`config.mk`:
```
export PLATFORM = sky130hd
export DESIGN_NAME = tdot_stream
export DESIGN_NICKNAME = d
export VERILOG_FILES = /design/src/rtl/tdot_pkg.sv /design/src/rtl/tdot_elem_ctr.sv /design/src/rtl/tdot_acc_cell.sv /design/src/rtl/tdot_result_reg.sv /design/src/rtl/tdot_stream.sv
export SDC_FILE = /design/constraint.sdc
export NUM_CORES = 1
export LEC_CHECK = 0
export BUFFER_PORTS_ARGS = -buffer_cell sky130_fd_sc_hd__buf_2
export CAP_MARGIN = 20
export CORE_UTILIZATION = 50
export CTS_CLUSTER_DIAMETER = 30
export DETAILED_ROUTE_END_ITERATION = 6
export PLACE_DENSITY = 0.78
export SETUP_SLACK_MARGIN = 0.3
export SYNTH_ARGS = -nofsm -noshare
export SYNTH_HDL_FRONTEND = slang
export SYNTH_SLANG_ARGS = --single-unit
```
`constraint.sdc`:
```
create_clock -name clk -period 2.5 [get_ports clk]
set_input_delay 0.125 -clock clk [delete_from_list [all_inputs] [get_ports clk]]
set_output_delay 0.125 -clock clk [all_outputs]
set_load 0.05 [all_outputs]
```
`src/rtl/tdot_pkg.sv`:
```
package tdot_pkg;

  typedef enum logic [1:0] {
    WC_SKIP = 2'b00,
    WC_ADD  = 2'b01,
    WC_SUB  = 2'b10,
    WC_RSVD = 2'b11
  } wcode_e;

  typedef enum logic [1:0] {
    OP_HOLD,
    OP_PLUS,
    OP_MINUS
  } acc_op_e;

  // Map a raw weight code to the accumulator operation; the spare code skips.
  function automatic acc_op_e decode_weight(input logic [1:0] code);
    case (wcode_e'(code))
      WC_ADD:  return OP_PLUS;
      WC_SUB:  return OP_MINUS;
      default: return OP_HOLD;
    endcase
  endfunction

endpackage

```
`src/rtl/tdot_elem_ctr.sv`:
```
module tdot_elem_ctr #(
  parameter int VEC_LEN = 64,
  parameter int CNT_W   = (VEC_LEN > 1) ? $clog2(VEC_LEN) : 1
) (
  input  logic             clk,
  input  logic             rst_n,
  input  logic             step,
  output logic [CNT_W-1:0] cnt,
  output logic             at_last
);

  localparam logic [CNT_W-1:0] LAST_IDX = CNT_W'(VEC_LEN - 1);

  assign at_last = (cnt == LAST_IDX);

  always_ff @(posedge clk) begin
    if (!rst_n)    cnt <= '0;
    else if (step) cnt <= at_last ? '0 : cnt + 1'b1;
  end

endmodule

```
`src/rtl/tdot_acc_cell.sv`:
```
module tdot_acc_cell
  import tdot_pkg::*;
#(
  parameter int ACT_W = 8,
  parameter int SUM_W = 16
) (
  input  logic                    clk,
  input  logic                    rst_n,
  input  logic                    en,
  input  logic                    restart,
  input  logic signed [ACT_W-1:0] act,
  input  logic [1:0]              wcode,
  output logic signed [SUM_W-1:0] acc_q,
  output logic signed [SUM_W-1:0] acc_next
);

  localparam int EXT_W = SUM_W - ACT_W;

  // One ternary step: sign-extend the activation, then add, subtract or hold.
  function automatic logic signed [SUM_W-1:0] tern_step(
    input logic signed [SUM_W-1:0] acc,
    input logic signed [ACT_W-1:0] a,
    input logic [1:0]              code
  );
    logic signed [SUM_W-1:0] a_ext;
    a_ext = {{EXT_W{a[ACT_W-1]}}, a};
    case (decode_weight(code))
      OP_PLUS:  return acc + a_ext;
      OP_MINUS: return acc - a_ext;
      default:  return acc;
    endcase
  endfunction

  assign acc_next = tern_step(acc_q, act, wcode);

  always_ff @(posedge clk) begin
    if (!rst_n)  acc_q <= '0;
    else if (en) acc_q <= restart ? '0 : acc_next;
  end

endmodule

```
`src/rtl/tdot_result_reg.sv`:
```
module tdot_result_reg #(
  parameter int SUM_W = 16
) (
  input  logic                    clk,
  input  logic                    rst_n,
  input  logic                    fire,
  input  logic signed [SUM_W-1:0] sum_in,
  output logic signed [SUM_W-1:0] sum_out,
  output logic                    valid_out
);

  always_ff @(posedge clk) begin
    if (!rst_n) begin
      sum_out   <= '0;
      valid_out <= 1'b0;
    end else begin
      sum_out   <= fire ? sum_in : '0;
      valid_out <= fire;
    end
  end

endmodule

```
`src/rtl/tdot_stream.sv`:
```
module tdot_stream #(
  parameter int VEC_LEN = 64,
  parameter int ACT_W   = 8,
  parameter int SUM_W   = ACT_W + ((VEC_LEN > 1) ? $clog2(VEC_LEN) : 1) + 1
) (
  input  logic                    clk,
  input  logic                    rst_n,
  input  logic signed [ACT_W-1:0] act_in,
  input  logic [1:0]              wcode_in,
  input  logic                    valid_in,
  output logic signed [SUM_W-1:0] sum_out,
  output logic                    valid_out
);

  localparam int CNT_W = (VEC_LEN > 1) ? $clog2(VEC_LEN) : 1;

  // Named internal events, used by the bound checker.
  logic                    elem_fire;
  logic                    vec_last;
  logic                    vec_done;
  logic [CNT_W-1:0]        elem_cnt;
  logic signed [SUM_W-1:0] acc_q;
  logic signed [SUM_W-1:0] acc_next;

  assign elem_fire = valid_in;
  assign vec_done  = elem_fire & vec_last;

  tdot_elem_ctr #(.VEC_LEN(VEC_LEN), .CNT_W(CNT_W)) u_ctr (
    .clk     (clk),
    .rst_n   (rst_n),
    .step    (elem_fire),
    .cnt     (elem_cnt),
    .at_last (vec_last)
  );

  tdot_acc_cell #(.ACT_W(ACT_W), .SUM_W(SUM_W)) u_cell (
    .clk      (clk),
    .rst_n    (rst_n),
    .en       (elem_fire),
    .restart  (vec_last),
    .act      (act_in),
    .wcode    (wcode_in),
    .acc_q    (acc_q),
    .acc_next (acc_next)
  );

  tdot_result_reg #(.SUM_W(SUM_W)) u_res (
    .clk       (clk),
    .rst_n     (rst_n),
    .fire      (vec_done),
    .sum_in    (acc_next),
    .sum_out   (sum_out),
    .valid_out (valid_out)
  );

endmodule

```
==> flow_metrics.tcl, run 1 <==
set metrics [dict create \
    r2r_start "u_cell.acc_q[0]" \
    drc_errors 0 \
    dr.pass1.iters 4 \
    synth_top_family_by_area "simple AND/OR/NAND/NOR gates" \
    path_class "in -> reg" \
    worstPathBufferInverterCount 3 \
    nets 412 \
    wl_per_cell_um 16.47 \
    avgSynthCellArea_um2 7.996 \
    cp_common_cell "ha_4" \
    worstHoldPathType "in -> reg" \
    synth_fa_ha_area_share_pct 9.637 \
    reg2reg_to "u_cell.acc_q[14]" \
    grt_overflow 0 \
    via_per_inst 5.882 \
    cap_violations 0 \
    crit_fanout 4 \
    arrival_ns 2.65 \
    drt_iter0_drc 115 \
    numCtsBuffers 5 \
    final_area_um2 3531 \
    hold_depth 3 \
    cts_tree "yes" \
    start_util_pct 53.61 \
    clk_pin_slew_ns 0.08 \
    grt_use_total_pct 27.56 \
    fp.dieW_um 71.50 \
    clock-sinks 37 \
    grt_max_degree 27 \
    holdPathEnd "u_cell.acc_q[5]" \
    synth_ff_type "dfxtp_1" \
    fillers 281 \
    synth_area_um2 2415 \
    r2r_slack_ns 0.24 \
    h-tree-depth 2 \
    dp_hpwl_mm 4.503 \
    maxSlewViolCount 0 \
    power_density_nw_per_um2 589.5 \
    io_pins 29 \
    leakage_nw 1.481 \
    status "complete, no violations" \
    fmax_ghz 0.4146 \
    crit_chain "buf_12 -> inv_12 -> ha_4 -> nor3b_4 -> a211o_1 -> nand2_2 -> inv_2 -> ha_4 -> a21oi_4 -> o21bai_1 -> a21oi_2 -> o31a_1 -> a31oi_4 -> or4b_1 -> nand3_1" \
    vdd_drop_max_uv 469.7 \
    rsz0062_at_grt "true" \
    portBuffers 28 \
    fin_skew_ns 0.004279 \
    first_global_vias 2458 \
    crit_path_end_kind "flop" \
    hold_start "valid_in" \
    synth_xor_area_share_pct 5.078 \
    layoutNonFillerInstCount 434 \
    cts-root-buf "clkbuf_8" \
    synth-async-reset-ratio_pct 0 \
    muxShareOfSynthArea_pct 1.710 \
    crit_path_max_incr_delay_ns 0.52 \
    synth_edf_count 0 \
    cp_top_family "compound AO/OA/AOI/OAI gates" \
    crit_required_ns 2.74 \
    die_y_um 71.50 \
    synth_compound_area_share_pct 20.83 \
    place_inst 409 \
    vias 2553 \
    drive_above_1_share_pct 40.84 \
    antenna_found_initial 0 \
    synth_cells 302 \
    tightest_slew_ns 0.5110 \
    worst_setup_path_start_kind "input port" \
    reg2regPathDepth 11 \
    rows 24 \
    design.die.area_um2 5112 \
    ys_ff_latch 37 \
    cp_slowest_cell "or4b_1" \
    slew_headroom_pct 65.89 \
    place.gp.congestion 0.9211 \
    yosysWarnings 0 \
    period_share_pct 96.47 \
    dpl_cell_area_um2 2997 \
    clk_latency_ns 0.30 \
    yosys.area_share.simple_pct 27.67 \
    setup_viol 0 \
    grt_pass1_wl_mm 11.03 \
    syn2layout_area_growth_pct 46.22 \
    hold_viol 0 \
    core_area_um2 4504 \
    synth_cell_type_count 56 \
    drt_wl_total_mm 7.147 \
    postRouteAntennaNets 0 \
    yosysSeqAreaShare_pct 30.67 \
    layout_min_cycle_time_ns 2.412 \
    clk_path_buf_depth 2 \
    syn_nets 333 \
    antennaDiodeCount 0 \
]
==> layout make-up <==
type	instances	area [um^2]	share of cell area (%)
clock buffer	6	82.58	2.339
clock inverter	2	37.54	1.063
inverter	13	68.82	1.949
multi-input combinational	239	1912	54.15
sequential	37	742.0	21.01
tap	52	65.06	1.843
timing repair buffer	85	623.1	17.65
==> worst max-delay path by stage <==
stage                     depth (start not counted)  slack, ns       from           endpoint
after floorplan                                  14       0.08  act_in[1]  u_res.sum_out[13]
after global placement                           14      -0.14  act_in[1]   u_cell.acc_q[14]
after detailed placement                         15      -0.22  act_in[1]  u_res.sum_out[13]
after CTS                                        14       0.21  act_in[0]   u_cell.acc_q[14]
after global routing                             15       0.01  act_in[1]  u_res.sum_out[11]
final                                            15       0.09  act_in[1]  u_res.sum_out[11]
==> metal layers <==
| layer | share of wire [%] | vias up | track usage, % | routed length [um] |
|---|---|---|---|---|
| li1 | - | 1228 | - | - |
| met1 | 41 | 1205 | 33.45 | 2952 |
| met2 | 50 | 94 | 48.89 | 3585 |
| met3 | 5.1 | 26 | 4.501 | 363 |
| met4 | 3.4 | 0 | 10.68 | 245 |
| met5 | 0 | - | 0 | 0 |
==> cell families after synthesis <==
group                    after synthesis
multiplexers                           4
AO/OA/AOI/OAI                         72
buffers and inverters                 26
adder cells (fa/ha/maj)               18
AND/OR/NAND/NOR                      131
flip-flops                            37
XOR/XNOR                              14
==> registers in the layout, summed over array words and instances (netlist names) <==
register	count
u_cell.acc_q	15
u_ctr.cnt	6
u_res.sum_out	15
u_res.valid_out	1
==> power by group <==
group | switching (mW) | internal [mW] | total (mW)
Clock | 0.229 | 0.324 | 0.554
Combinational | 0.440 | 0.435 | 0.875
Sequential | 0.0326 | 0.620 | 0.652
==> repair_timing <==
action                                  CTS  global route
setup buffers                             8             9
resized for setup                        32            33
hold buffers                              0             0
endpoints found under the setup margin   11            17
pin swaps                                24            27
==> cells in the final DEF (no fill, tap or decap), types with 4 or more instances in the layout <==
cell type / count
inv_2: 4
buf_4: 52
o21ai_0: 5
a22oi_1: 5
and2_1: 8
ha_1: 9
nor2b_1: 9
nand2_1: 29
clkbuf_8: 6
dfxtp_1: 36
a21oi_1: 12
buf_2: 25
xnor2_1: 11
o21a_1: 7
o21ai_1: 5
ha_4: 6
a21o_1: 4
nor2_1: 29
a21oi_2: 6
buf_6: 6
nand3_1: 18
inv_1: 6
==> Yosys cell counts, drive strengths merged, types with 3 or more instances <==
library cell | instances | area share (%)
dfxtp | 37 | 31
nor2 | 33 | 5.2
nand2 | 32 | 5.1
a21oi | 20 | 4.3
nand3 | 19 | 3.9
ha | 17 | 8.8
inv | 13 | 2.0
o21ai | 13 | 2.7
xnor2 | 12 | 4.4
nor2b | 11 | 2.8
clkbuf | 10 | 1.6
and2 | 9 | 2.4
nor3 | 8 | 1.7
o21a | 7 | 2.2
a22oi | 5 | 1.6
a21o | 4 | 1.2
a31oi | 4 | 1.3
nand4b | 4 | 1.7
a21boi | 3 | 0.93
buf | 3 | 0.83
mux2i | 3 | 1.2
nand4 | 3 | 0.78
nor3b | 3 | 1.3
o211ai | 3 | 0.93
==> stage by stage <==
stage                     setup slack, ns  utilization, %  hold slack [ns]  TNS, ns  power, mW
after floorplan                   0.08168               -           0.3671        0      1.120
after global placement            -0.1446           66.53           0.4652  -0.6528      1.315
after detailed placement          -0.2249           66.53           0.4697   -1.130      1.331
after CTS                          0.2121           73.58           0.2258        0      1.964
after global routing              0.01044           78.39           0.2357        0      2.190
final                             0.08821           78.39           0.2201        0      2.081
==> worst reg2reg max path, delay by kind of cell, from the launching register on <==
kind | cells | cell delay [ns]
adder cells (fa/ha/maj) | 2 | 0.52
buffers and inverters | 2 | 0.21
flip-flops | 1 | 0.33
AO/OA/AOI/OAI | 3 | 0.53
AND/OR/NAND/NOR | 4 | 0.55
No activity file was read; power rests on OpenSTA's default activity.
==> inputs of run 2 (changes only) <==
==> constraint.sdc (replaced) <==
create_clock -name clk -period 2.5 [get_ports clk]
set_input_delay 0.625 -clock clk [delete_from_list [all_inputs] [get_ports clk]]
set_output_delay 0.625 -clock clk [all_outputs]
set_load 0.05 [all_outputs]
==> flow_metrics.tcl, run 2 (synthesized netlist as in run 1, its figures left out) <==
set metrics [dict create \
    cp_top_family "compound AO/OA/AOI/OAI gates" \
    grt_use_total_pct 28.59 \
    mostFrequentLayoutCells "buf_4 (58), dfxtp_1 (37), nand2_1 (28)" \
    period_share_pct 114.4 \
    clock-sinks 37 \
    crit_path_max_incr_delay_ns 0.30 \
    h-tree-depth 2 \
    leakage_nw 1.559 \
    violations "setup timing" \
    fin_util_pct 82.75 \
    die_y_um 71.50 \
    tns_ns -4.049 \
    clk_path_buf_depth 2 \
    clk_latency_ns 0.29 \
    path_class "in -> reg" \
    final_area_um2 3727 \
    grt_pass1_wl_mm 11.33 \
    grt_overflow 0 \
    antennaDiodeCount 0 \
    crit_path_end_kind "flop" \
    setup_viol 20 \
    core_area_um2 4504 \
    start_util_pct 53.61 \
    p_comb_share_pct 48.8 \
    hold_start "u_ctr.cnt[1]" \
    r2r_start "u_cell.acc_q[0]" \
    power_density_nw_per_um2 558.3 \
    dp_hpwl_mm 4.877 \
    portBuffers 28 \
    cp_slowest_cell "a221oi_4" \
    arrival_ns 3.07 \
    clk_pin_slew_ns 0.08 \
    ctsHoldBuffers 0 \
    syn2layout_area_growth_pct 54.35 \
    status "complete, but fails checks" \
    via_per_inst 5.836 \
    p_clk_share_pct 19.5 \
    io_pins 29 \
    startpoint "act_in[1]" \
    worstHoldPathType "reg -> reg" \
    top_regs "u_cell.acc_q: 15 flops, u_res.sum_out: 15 flops, u_ctr.cnt: 6 flops" \
    vdd_drop_max_uv 617.8 \
    fin_skew_ns 0.006966 \
    nets 424 \
    seqPwrFrac_pct 31.7 \
    crit_chain "buf_12 -> inv_12 -> ha_4 -> nor3b_4 -> nor2_1 -> xnor2_1 -> ha_1 -> and2_4 -> a221oi_4 -> a21oi_4 -> buf_6 -> nor2_4 -> o21ai_2 -> xnor2_1 -> buf_4 -> o31ai_1" \
    fin_ws_ns -0.3590 \
    place_inst 424 \
    antenna_found_initial 0 \
    wl_per_cell_um 17.30 \
    fp.dieW_um 71.50 \
    p_switching_mw 0.7516 \
    slew_headroom_pct 77.03 \
    worstPathBufferInverterCount 4 \
    tightest_slew_ns 0.3430 \
    vias 2603 \
    dr.pass1.iters 4 \
    cts_tree "yes" \
    drive_above_1_share_pct 45.43 \
    worst_setup_path_start_kind "input port" \
    maxSlewViolCount 0 \
    final_common_cell "buf_4" \
    crit_fanout 3 \
    postRouteAntennaNets 0 \
    dpl_cell_area_um2 3164 \
    place.gp.congestion 0.9008 \
    power_mw 2.081 \
    layout_min_cycle_time_ns 2.859 \
    grt_max_degree 27 \
    fmax_ghz 0.3498 \
    first_global_vias 2492 \
    cp_common_cell "xnor2_1" \
    design.die.area_um2 5112 \
    p_int_mw 1.329 \
    cts-root-buf "clkbuf_8" \
    hold_viol 0 \
    drc_errors 0 \
    cap_violations 0 \
    crit_required_ns 2.71 \
    drt_wl_total_mm 7.715 \
    drt_iter0_drc 256 \
    layoutNonFillerInstCount 446 \
    rsz0062_at_grt "true" \
    numCtsBuffers 5 \
    rows 24 \
    switching_share_pct 36.12 \
]
[run 2: layout make-up]
class,count,area (um^2)
repair buffers,97,749.5
well taps,52,65.06
fillers,241,777.0
flip-flops and latches,37,740.7
inverters,13,78.83
clock buffers,6,72.57
clock inverters,2,10.01
multi-input cells,239,2011
[run 2: worst min-delay path, cell delays in order, from the launching register on]
cell	delay (ns)
dfxtp_1	0.34
nand2b_1	0.07
a21boi_0	0.07
[run 2: per-layer routing]
metal	wire length (um)	global-route usage, %	vias up
met3	351	4.501	29
li1	-	-	1247
met1	3067	34.34	1233
met2	3963	50.58	94
met4	332	12.64	0
met5	0	0	-
[run 2: worst paths after layout]
path | depth (start not counted) | to | slack, ns
max | 16 | u_res.sum_out[12] | -0.36
min | 2 | u_ctr.cnt[1] | 0.51
max reg2reg | 10 | u_cell.acc_q[14] | 0.14
min reg2reg | 2 | u_ctr.cnt[1] | 0.51
[run 2: repair_timing]
item / 4_1_cts / 5_1_grt
resized for setup: 42 / 44
pin swaps: 43 / 42
setup buffers: 9 / 5
endpoints found under the setup margin: 24 / 24
endpoints found under the hold margin: 0 / 0
[run 2: power by group through the flow]
stage | sequential [mW] | clock (mW) | combinational, mW
floorplan | 0.655 | 0 | 0.478
global placement | 0.666 | 0 | 0.718
detailed placement | 0.668 | 0 | 0.738
CTS | 0.655 | 0.404 | 0.850
global route | 0.662 | 0.427 | 1.08
finish | 0.660 | 0.406 | 1.01
[run 2: per-stage QoR]
stage          hold WS, ns  worst slack, ns
2_1_floorplan       0.4489          -0.4182
3_3_place_gp        0.4799          -0.6365
3_5_place_dp        0.4845          -0.6925
4_1_cts             0.5010          -0.3104
5_1_grt             0.5396          -0.4903
6_report            0.5127          -0.3590
